$ cat src/rtl/wk_pkg.sv
package wk_pkg;
  typedef enum logic [1:0] {
    WK_RUN  = 2'd0,
    WK_IDLE = 2'd1,
    WK_STBY = 2'd2
  } wk_state_e;

  localparam logic [1:0] LPM_IDLE = 2'b01;
  localparam logic [1:0] LPM_STBY = 2'b10;
endpackage

$ cat src/rtl/wk_wake_merge.sv
module wk_wake_merge #(
  parameter int NIRQ = 8
) (
  input  logic [NIRQ-1:0] irq_line,
  input  logic [NIRQ-1:0] irq_en,
  input  logic            wdog_irq,
  input  logic            nmi_irq,
  output logic            wake
);
  logic [NIRQ-1:0] gated;

  for (genvar i = 0; i < NIRQ; i++) begin : g_gate
    assign gated[i] = irq_line[i] & irq_en[i];
  end

  assign wake = (|gated) | wdog_irq | nmi_irq;
endmodule

$ cat src/rtl/wk_limits.sv
module wk_limits #(
  parameter int QW_W      = 4,
  parameter int NQ_W      = 6,
  parameter int CNT_W     = 11,
  parameter int FAST_DLY  = 20,
  parameter int SLOW_DLY  = 1050,
  parameter int IDLE_RAW  = 2,
  parameter int IDLE_QUAL = 5,
  parameter int STBY_RAW  = 3,
  parameter int STBY_QUAL = 2
) (
  input  logic             qual_en,
  input  logic [QW_W-1:0]  qual_win,
  input  logic [NQ_W-1:0]  stby_n,
  input  logic             flash_fetch,
  input  logic             flash_sleep,
  output logic [CNT_W-1:0] idle_need,
  output logic [CNT_W-1:0] idle_delay,
  output logic [CNT_W-1:0] stby_need
);
  logic [CNT_W-1:0] win_add;
  logic [CNT_W-1:0] base_dly;

  always_comb begin
    win_add  = qual_en ? CNT_W'(qual_win) : '0;
    base_dly = (flash_fetch && flash_sleep) ? CNT_W'(SLOW_DLY) : CNT_W'(FAST_DLY);
    idle_need  = qual_en ? (CNT_W'(IDLE_QUAL) + win_add) : CNT_W'(IDLE_RAW);
    idle_delay = base_dly + win_add;
    stby_need  = qual_en ? (CNT_W'(STBY_QUAL) + CNT_W'(stby_n)) : CNT_W'(STBY_RAW);
  end
endmodule

$ cat src/rtl/wk_ctrl.sv
module wk_ctrl
  import wk_pkg::*;
#(
  parameter int CNT_W = 11
) (
  input  logic             clk,
  input  logic             rst_n,
  input  logic [1:0]       lpm_req,
  input  logic             wake,
  input  logic             ext_rst,
  input  logic [CNT_W-1:0] idle_need,
  input  logic [CNT_W-1:0] idle_delay,
  input  logic [CNT_W-1:0] stby_need,
  output wk_state_e        st,
  output logic             stb
);
  wk_state_e        st_nx;
  logic [CNT_W-1:0] cnt, cnt_nx;
  logic [CNT_W-1:0] cnt_inc;
  logic             stb_nx;

  assign cnt_inc = cnt + CNT_W'(1);

  always_comb begin
    st_nx  = st;
    cnt_nx = cnt;
    stb_nx = 1'b0;
    unique case (st)
      WK_IDLE: begin
        if (ext_rst) begin
          st_nx  = WK_RUN;
          cnt_nx = '0;
        end else if (wake || cnt >= idle_need) begin
          if (cnt_inc == idle_delay) begin
            st_nx  = WK_RUN;
            stb_nx = 1'b1;
            cnt_nx = '0;
          end else begin
            cnt_nx = cnt_inc;
          end
        end else begin
          cnt_nx = '0;
        end
      end
      WK_STBY: begin
        if (ext_rst) begin
          st_nx  = WK_RUN;
          cnt_nx = '0;
        end else if (wake) begin
          if (cnt_inc == stby_need) begin
            st_nx  = WK_RUN;
            stb_nx = 1'b1;
            cnt_nx = '0;
          end else begin
            cnt_nx = cnt_inc;
          end
        end else begin
          cnt_nx = '0;
        end
      end
      default: begin
        cnt_nx = '0;
        if (!ext_rst) begin
          if (lpm_req == LPM_IDLE)      st_nx = WK_IDLE;
          else if (lpm_req == LPM_STBY) st_nx = WK_STBY;
        end
      end
    endcase
  end

  always_ff @(posedge clk or negedge rst_n) begin
    if (!rst_n) begin
      st  <= WK_RUN;
      cnt <= '0;
      stb <= 1'b0;
    end else begin
      st  <= st_nx;
      cnt <= cnt_nx;
      stb <= stb_nx;
    end
  end
endmodule

$ cat src/rtl/wakeup_seq.sv
module wakeup_seq
  import wk_pkg::*;
#(
  parameter int NIRQ     = 8,
  parameter int QW_W     = 4,
  parameter int FAST_DLY = 20,
  parameter int SLOW_DLY = 1050
) (
  input  logic            clk,
  input  logic            rst_n,
  input  logic [1:0]      lpm_req,
  input  logic [NIRQ-1:0] irq_line,
  input  logic [NIRQ-1:0] irq_en,
  input  logic            wdog_irq,
  input  logic            nmi_irq,
  input  logic            ext_rst,
  input  logic            qual_en,
  input  logic [QW_W-1:0] qual_win,
  input  logic [5:0]      stby_n,
  input  logic            flash_fetch,
  input  logic            flash_sleep,
  output logic            core_clk_en,
  output logic            resume_stb
);
  localparam int NQ_W    = 6;
  localparam int MAX_CNT = SLOW_DLY + (1 << QW_W);
  localparam int CNT_W   = $clog2(MAX_CNT + 1);

  logic             wake;
  logic [CNT_W-1:0] idle_need, idle_delay, stby_need;
  wk_state_e        st;
  logic             stb;

  wk_wake_merge #(.NIRQ(NIRQ)) u_merge (
    .irq_line (irq_line),
    .irq_en   (irq_en),
    .wdog_irq (wdog_irq),
    .nmi_irq  (nmi_irq),
    .wake     (wake)
  );

  wk_limits #(
    .QW_W(QW_W), .NQ_W(NQ_W), .CNT_W(CNT_W),
    .FAST_DLY(FAST_DLY), .SLOW_DLY(SLOW_DLY)
  ) u_limits (
    .qual_en     (qual_en),
    .qual_win    (qual_win),
    .stby_n      (stby_n),
    .flash_fetch (flash_fetch),
    .flash_sleep (flash_sleep),
    .idle_need   (idle_need),
    .idle_delay  (idle_delay),
    .stby_need   (stby_need)
  );

  wk_ctrl #(.CNT_W(CNT_W)) u_ctrl (
    .clk        (clk),
    .rst_n      (rst_n),
    .lpm_req    (lpm_req),
    .wake       (wake),
    .ext_rst    (ext_rst),
    .idle_need  (idle_need),
    .idle_delay (idle_delay),
    .stby_need  (stby_need),
    .st         (st),
    .stb        (stb)
  );

  assign core_clk_en = (st == WK_RUN) | ext_rst;
  assign resume_stb  = stb;
endmodule

$ cat config.mk
export PLATFORM = sky130hd
export DESIGN_NAME = wakeup_seq
export DESIGN_NICKNAME = d
export VERILOG_FILES = /design/src/rtl/wk_pkg.sv /design/src/rtl/wk_wake_merge.sv /design/src/rtl/wk_limits.sv /design/src/rtl/wk_ctrl.sv /design/src/rtl/wakeup_seq.sv
export SDC_FILE = /design/constraint.sdc
export NUM_CORES = 1
export LEC_CHECK = 0
export BUFFER_PORTS_ARGS = -buffer_cell sky130_fd_sc_hd__buf_4
export CAP_MARGIN = 20
export CORE_MARGIN = 5
export CORE_UTILIZATION = 35
export CTS_CLUSTER_SIZE = 20
export DETAILED_ROUTE_END_ITERATION = 16
export SYNTH_ARGS = -nofsm -noshare
export SYNTH_HDL_FRONTEND = slang
export SYNTH_SLANG_ARGS = --single-unit
$ cat constraint.sdc
create_clock -name clk -period 5.7 [get_ports clk]
set_clock_uncertainty 0.15 [all_clocks]
set_input_delay 0.57 -clock clk [delete_from_list [all_inputs] [get_ports clk]]
set_output_delay 0.57 -clock clk [all_outputs]
set_load 0.01 [all_outputs]
Yosys cells after proc, flatten, opt, wreduce, memory -nomap -nowiden
Index checks and enable logic that the tools add are counted.
- add/sub/neg operators: 4
- $lt $le $gt $ge: 1
- equal/unequal tests: 11
- muxes and demuxes: 28
- bitwise operators: 11
- reductions and logical operators: 6
- operators by type and width (operator ; count):
    $mux W11 ; 9
    $eq A11 B11 Y1 ; 2
    $pmux W11 S2 ; 1
    $mux W2 ; 9
    $ne A3 B2 Y1 const B ; 4
    $add A11 B1 Y11 const B ; 1
    $add A11 B11 Y11 ; 1
    $add A3 B11 Y11 const A ; 1
    $ge A11 B11 Y1 ; 1
    $and A1 B1 Y1 ; 8
    $reduce_or A8 Y1 ; 1
    $add A2 B6 Y7 const A ; 1
    $mux W1 ; 6
    $reduce_and A6 Y1 ; 1
    $eq A2 B1 Y1 const B ; 2
    $eq A2 B2 Y1 const B ; 2
    $mux W4 ; 1
    $pmux W2 S2 ; 1
    $reduce_bool A4 Y1 ; 1
    $ne A3 B1 Y1 const B ; 1
    $or A1 B1 Y1 ; 3
    $logic_not A2 Y1 ; 1
    $pmux W1 S2 ; 1
    $logic_and A1 B1 Y1 ; 1
    $logic_or A1 B1 Y1 ; 1
- flip-flop bits (word level): 14
- bits of input ports: 36
- output and inout bits: 2

Logic depth before layout (Yosys ltp)
Gate-level depths: netlist of the first run.
- depth in word-level cells: 8
- gate-level depth with buffers: 13
- gate-level depth less buffers: 12

Cells and area by module
Synthesis of the first run repeated with hierarchy kept, for this count alone.
- cells, all modules: 230
- area, all modules: 2084.5 um^2
- modules (own cells, without submodules) (module ; times used ; cells an instance ; area an instance (um^2) ; seq. area each (um^2)):
    wk_ctrl ; 1 ; 169 ; 1622.8 ; 350.3
    wk_limits ; 1 ; 55 ; 407.9 ; 0.0
    wk_wake_merge ; 1 ; 5 ; 46.3 ; 0.0
    wakeup_seq ; 1 ; 1 ; 7.5 ; 0.0

Worst setup path after synthesis of the first run
No wires, ideal clock.
- kind: input-to-reg
- start point: input qual_en
- end point: register u_ctrl.st[1]
- setup time: 128 ps
- data arrival time: 3226 ps
- required time: 5422 ps
- slack: 2197 ps
- cell stages on the path: 11
- buffers on the path: 1
- cell sequence: clkbuf_1 -> and2_1 -> ha_1 -> inv_1 -> fa_1 -> fa_1 -> xor2_1 -> nor4_1 -> nand4_1 -> a211oi_2 -> mux2_1
- cells in the longest elaborated chain, start to end: 7
- RTL lines (item ; line ; RTL):
    from (decl) ; wakeup_seq.sv:17 ; input logic qual_en,
    $mux W4 ; wk_limits.sv:25 ; win_add = qual_en ? CNT_W'(qual_win) : '0;
    $add A3 B11 Y11 ; wk_limits.sv:27 ; idle_need = qual_en ? (CNT_W'(IDLE_QUAL) + win_add) : CNT_W'(IDLE_RAW);
    $mux W11 ; wk_limits.sv:27 ;
    $ge A11 B11 Y1 ; wk_ctrl.sv:33 ; end else if (wake || cnt >= idle_need) begin
    $logic_or A1 B1 Y1 ; wk_ctrl.sv:33 ;
    $ne A3 B2 Y1 (no line) ; -- ;
    $reduce_and A6 Y1 (no line) * ; -- ;
    to (signal assigned) ; wk_ctrl.sv:77 ; st <= st_nx;
    to (decl) ; wk_ctrl.sv:14 ; output wk_state_e st,
Mark *: on every way between the ends. The rest lies on a longest branch, timed or not.
A chain may end at the register's enable or synchronous reset.

Worst setup path after layout of the first run
- start point: input flash_fetch
- end point: register u_ctrl.st[1]
- cells in the longest elaborated chain, start to end: 6
- RTL lines (item ; line ; RTL):
    from (decl) ; wakeup_seq.sv:20 ; input logic flash_fetch,
    $logic_and A1 B1 Y1 ; wk_limits.sv:26 ; base_dly = (flash_fetch && flash_sleep) ? CNT_W'(SLOW_DLY) : CNT_W'(FAST_DLY);
    $mux W11 ; wk_limits.sv:26 ;
    $add A11 B11 Y11 ; wk_limits.sv:28 ; idle_delay = base_dly + win_add;
    $eq A11 B11 Y1 ; wk_ctrl.sv:34 ; if (cnt_inc == idle_delay) begin
    $ne A3 B2 Y1 (no line) ; -- ;
    $reduce_and A6 Y1 (no line) ; -- ;
No other way between the ends.

==> impl_metrics.ini, run 1 <==
[global_routing]
grt_pass1_vias = 1414
grt_max_degree = 16
grt_use_total = 0.1447
grt_first_pass_wirelength_mm = 6.437
grt_remaining_overflow = 0
antenna_found_initial = 0

[floorplan]
die_x_um = 75.72
start_util = 0.3699
core_mm2 = 0.004086
io_pins = 38
fp.dieArea_mm2 = 0.005733
die_y_um = 75.72
rows = 23

[status]
outcome = finished clean

[power_and_ir_drop]
vdd_drop_max_mv = 0.1778
power_frac_clock = 0.195
swShare = 0.4099
p_per_area_mw_per_mm2 = 223.1
totalPowerFinal_mw = 0.4215
power_frac_comb = 0.516
netSwitchingPower_mw = 0.1727
internal_power_mw = 0.2487
pwr-share-seq = 0.290
leakagePower_nw = 0.8215

[clock_tree]
root_buffer = clkbuf_8
numCtsBuffers = 3
cts_hold_buf = 0
post_cts_resized = 0
path_clk_slew_ps = 60
clock_path_buffers = 2
cts_tree = done
clk_latency_ps = 250
cts_sinks = 14
post_cts_buffers = 0
htreeDepth = 1

[yosys]
ys_seq_area_frac = 0.2318
synth_cell_type_count = 44
synth-main-ff-cell = dfrtp_1
syn_nets = 232
ys_ff_latch = 14
yosys-top-cells-area = dfrtp_1 (23%), ha_1 (12%), xnor2_1 (7.0%)
synth_top_area_frac = 0.2318
synth_async_sr_flop_share = 1.000
synth_warnings = 0
netlist_instances = 179
synth_area_mm2 = 0.001511
avgSynthCellArea_um2 = 8.444
synth_edf_count = 0
synth_area_leader_cell = dfrtp_1

[critical_path]
criticalPathCategory = in -> reg
r2r_start = u_ctrl.cnt[0]
r2r_slack_ps = 2650
path_max_fanout = 4
cp.required_ps = 5680
arrival_ps = 3460
path_delay_family = adder cells
critPathMaxStageDelay_ps = 450
r2r_end = u_ctrl.st[1]
path_cells = buf_4 -> nand2_1 -> inv_1 -> ha_1 -> inv_1 -> fa_1 -> fa_1 -> xor2_1 -> nor4_1 -> nand4_1 -> a211oi_2 -> mux2_1
cp_num_buf_inv = 3
r2r_cells = 8
critPathSlowestCell = fa_1
critPathCaptureType = flop
crit_path_start_kind = input port

[routing]
drt_iter0_markers = 45
drtAntennaViolNets = 0
drt-vias-per-instance = 5.280
dr_total_vias = 1415
drc_errors = 0
wl_mm = 3.814
drtPass1Iterations = 4
avgRoutedWirePerCell_um = 14.23

[finish]
area_growth_pct = 25.00
final_common_cell = buf_4
drive_above_1_share = 0.2156
fin_util = 0.4623
final_cell_mix = buf_4 (37), nand2_1 (18), nor2_1 (15), ha_1 (15), dfrtp_1 (14)
nNetsFinal = 273
antenna_cells = 0

[sta]
drv_slew = 0
hold_slack_ps = 11.27
fin_crit_ps = 3476
hold_viol = 0
setup_tns_ps = 0
rsz0062_at_grt = no
tightest_slew_ps = 481.5
max_slew_margin = 0.6779
setup_viol = 0
post-route-period-util = 0.6098
max_freq_mhz = 287.7

[placement]
place.port_buffers = 37
gp_congestion = 0.8843
hpwl_mm = 3.255

[run]
maxCapViolations = 0

[worst_hold_path]
hp-class = in -> async
[logic make-up after synthesis]
family	count (synthesis)	synth area share
buffers and inverters	12	0.02980
AND/OR/NAND/NOR	80	0.2732
flip-flops	14	0.2318
adder cells (fa/ha/maj)	17	0.1507
multiplexers	6	0.04056
XOR/XNOR	19	0.1200
AO/OA/AOI/OAI	31	0.1540
[synth_stat cells, types with 3 or more instances]
cell type / instances
nand2_1: 18
ha_1: 15
nor2_1: 15
dfrtp_1: 14
xnor2_1: 12
nor3_1: 11
inv_1: 10
nand3_1: 9
nand4_1: 7
o21ai_0: 6
and2_1: 5
mux2i_1: 5
xor2_1: 5
a21oi_1: 4
o211ai_1: 3
[layout make-up]
type                       count  area, um^2
multi-input combinational    153        1116
clock buffer                   3       41.29
inverter                      11       41.29
sequential                    14       350.3
fill                         423        2197
timing repair buffer          37       277.8
tap                           50       62.56
[how the worst max path moves through the flow]
stage,from,end,cells after the start
final,flash_fetch,u_ctrl.st[1],12
after global routing,flash_fetch,u_ctrl.st[1],12
after CTS,flash_fetch,u_ctrl.st[1],12
after detailed placement,flash_fetch,u_ctrl.st[1],12
after global placement,flash_fetch,u_ctrl.st[1],12
after floorplan,qual_en,u_ctrl.st[1],11
[power groups by stage]
stage	Sequential [mW]	Clock, mW	Combinational [mW]
after global placement	0.124	0	0.221
after CTS	0.122	0.0864	0.222
after detailed placement	0.124	0	0.221
after floorplan	0.121	0	0.150
after global routing	0.124	0.0881	0.245
final	0.122	0.0820	0.217
[through the flow]
stage	instances	worst slack (ps)	area [um^2]
after floorplan	179	2197	1511
after global placement	265	1978	1848
after detailed placement	265	1923	1848
after CTS	268	2192	1889
after global routing	268	2013	1889
final	268	2224	1889
[sequential cells by signal, summed over array words and instances (netlist names)]
register    flops
u_ctrl.cnt     11
u_ctrl.st       2
u_ctrl.stb      1
[layer usage]
layer	wire length, um	global-route usage
met5	0	0
met4	16	0.03107
met3	91	0.03166
met2	1930	0.2368
met1	1775	0.1958
No activity file was read; power rests on OpenSTA's default activity.
==> run 2, diff against run 1 <==
--- a/config.mk
+++ b/config.mk
@@ -5,6 +5,7 @@
 export SDC_FILE = /design/constraint.sdc
 export NUM_CORES = 1
 export LEC_CHECK = 0
+export ABC_AREA = 1
 export BUFFER_PORTS_ARGS = -buffer_cell sky130_fd_sc_hd__buf_4
 export CAP_MARGIN = 20
 export CORE_MARGIN = 5
==> constraint.sdc (replaced) <==
create_clock -name clk -period 3.5 [get_ports clk]
set_clock_uncertainty 0.15 [all_clocks]
set_input_delay 0.35 -clock clk [delete_from_list [all_inputs] [get_ports clk]]
set_output_delay 0.35 -clock clk [all_outputs]
set_load 0.01 [all_outputs]
==> impl_metrics.ini, run 2 <==
[status]
outcome = finished clean

[clock_tree]
cts_tree = done
htreeDepth = 1
path_clk_slew_ps = 50
clock_path_buffers = 2
clk_latency_ps = 240
post_cts_buffers = 0
post_cts_resized = 0
root_buffer = clkbuf_8
numCtsBuffers = 3
cts_sinks = 14

[finish]
area_growth_pct = 20.64
final_common_cell = nand2_1
largest_reg_flops = 11
top_register = u_ctrl.cnt
drive_above_1_share = 0.2017
antenna_cells = 0
top_regs = u_ctrl.cnt: 11 flops, u_ctrl.st: 2 flops, u_ctrl.stb: 1 flops
instances_no_fill = 417
final_cell_mix = nand2_1 (102), inv_1 (46), buf_4 (37)
nNetsFinal = 402
fin_util = 0.4383

[floorplan]
die_x_um = 83.28
die_y_um = 83.28
core_mm2 = 0.005172
fp.dieArea_mm2 = 0.006935
io_pins = 38
rows = 26
start_util = 0.3633

[yosys]
netlist_instances = 310
ys_seq_area_frac = 0.1864
avgSynthCellArea_um2 = 6.062
synth_most_common_cell = nand2_1
ys_ff_latch = 14
synth_async_sr_flop_share = 1.000
synth-main-ff-cell = dfrtp_1
synth_edf_count = 0
syn_nets = 363
synth_commonest_cells = nand2_1 (102), inv_1 (46), nand3_1 (32), nor2_1 (31), ha_1 (15)
synth_area_leader_cell = nand2_1
synth_cell_type_count = 33
synth_top_area_frac = 0.2037
synth_warnings = 0
yosys-top-cells-area = nand2_1 (20%), dfrtp_1 (19%), ha_1 (10%)
synth_area_mm2 = 0.001879

[routing]
dr_total_vias = 1983
drtPass1Iterations = 4
drc_errors = 0
drtAntennaViolNets = 0
drt_iter0_markers = 81
avgRoutedWirePerCell_um = 11.35
wl_mm = 4.731
drt-vias-per-instance = 4.755

[critical_path]
cp_common_cell = nand2_1
path_max_fanout = 11
criticalPathCategory = in -> reg
path_delay_family = adder cells
critPathCaptureType = flop
cp.required_ps = 3470
cp_num_buf_inv = 4
path_cells = buf_4 -> nand2_1 -> inv_1 -> ha_1 -> inv_1 -> fa_1 -> fa_1 -> nand3b_1 -> nand2_1 -> inv_1 -> nand3_1 -> nor2_2 -> nand2_1 -> nand2_1 -> nand2_1 -> nand2_2 -> nor2_1
crit_path_start_kind = input port
arrival_ps = 2810
critPathSlowestCell = fa_1
critPathMaxStageDelay_ps = 510

[global_routing]
grt_first_pass_wirelength_mm = 8.376
grt_use_total = 0.1413
antenna_found_initial = 0
grt_remaining_overflow = 0
grt_pass1_vias = 1924
grt_max_degree = 19

[sta]
hold_viol = 0
max_slew_margin = 0.7664
rsz0062_at_grt = no
post-route-period-util = 0.8126
fin_crit_ps = 2844
max_freq_mhz = 351.6
drv_slew = 0
tightest_slew_ps = 350.4
final.setup.worst_slack_ps = 656.0
setup_tns_ps = 0
setup_viol = 0

[power_and_ir_drop]
power_frac_comb = 0.479
power_frac_clock = 0.202
swShare = 0.3857
leakagePower_nw = 1.223
netSwitchingPower_mw = 0.2351
totalPowerFinal_mw = 0.6097
internal_power_mw = 0.3746
pwr-share-seq = 0.318
vdd_drop_max_mv = 0.2336
p_per_area_mw_per_mm2 = 268.9

[run]
maxCapViolations = 0

[placement]
hpwl_mm = 4.206
dp_worst_setup_slack_ps = 383.2
place.port_buffers = 37
gp_congestion = 0.8988
dp_cells = 413

[worst_hold_path]
hp-class = in -> reg
[run 2: changes by cell type after synthesis, sizes merged, moves of 5 or more]
| cell | previous run | this run |
|---|---|---|
| nand2 | 18 | 109 |
| nor3 | 11 | 5 |
| nor2 | 15 | 45 |
| inv | 10 | 47 |
| xnor2 | 13 | 1 |
| mux2i | 5 | 0 |
| nand3 | 10 | 36 |
[run 2: layout make-up]
class / count / area (um^2)
Clock buffer: 3 / 41.29
Inverter: 47 / 176.4
Multi-Input combinational cell: 245 / 1324
Timing Repair Buffer: 38 / 287.8
Sequential cell: 14 / 350.3
Tap cell: 70 / 87.58
Fill cell: 562 / 2905
[run 2: worst register-to-register path, stage by stage (launching register included)]
cell and delay (ps):
dfrtp_1 460, ha_1 300, nand3_2 160, nand2_1 70, nand2_1 160, inv_1 130
o21ai_0 100, nand3_1 100, nor2_2 160, nand2_1 70, nand2_1 80, nand2_1 60
nand2_2 250, nor2_1 90
[run 2: final timing paths]
path,startpoint,end,slack [ps],depth (start not counted)
setup / recovery,flash_fetch,u_ctrl.cnt[3],660,17
hold / removal,ext_rst,u_ctrl.stb,310,4
setup reg to reg,u_ctrl.cnt[0],u_ctrl.cnt[3],1060,13
hold reg to reg,u_ctrl.st[1],u_ctrl.st[1],370,2
max in group asynchronous,rst_n,u_ctrl.cnt[10],2690,2
min in group asynchronous,rst_n,u_ctrl.cnt[0],340,2
[run 2: routing by layer]
layer / up-vias / track usage / share of wire / wire length, um
met5: - / 0 / 0 / 0
met4: 0 / 0.02972 / 0.014 / 68
met3: 6 / 0.01584 / 0.039 / 186
met2: 45 / 0.2449 / 0.48 / 2276
met1: 881 / 0.1879 / 0.46 / 2199
li1: 1051 / - / - / -
[run 2: kinds of logic (layout without fill, tap and decap cells)]
kind of cell	count (synthesis)	after routing	share of synthesized area
AO/OA/AOI/OAI	16	16	0.05659
XOR/XNOR	3	3	0.01798
adder cells (fa/ha/maj)	17	17	0.1212
buffers and inverters	51	88	0.1092
flip-flops	14	14	0.1864
AND/OR/NAND/NOR	209	209	0.5087
[run 2: timing repair]
item | 4_1_cts | 5_1_grt
endpoints found under the hold margin | 14 | 0
hold buffers | 1 | 0
endpoints found under the setup margin | 0 | 0
[run 2: power by group through the flow]
stage	sequential [mW]	combinational [mW]	clock, mW
floorplan	0.191	0.216	0
global placement	0.196	0.292	0
detailed placement	0.196	0.295	0
CTS	0.194	0.296	0.128
global route	0.196	0.339	0.139
finish	0.194	0.292	0.123
[run 2: through the flow]
stage | hold slack, ps | instance area (um^2)
global route | 344.9 | 2267
finish | 314.8 | 2267
detailed placement | 56.95 | 2216
floorplan | -95.59 | 1879
CTS | 321.8 | 2267
global placement | 55.27 | 2216
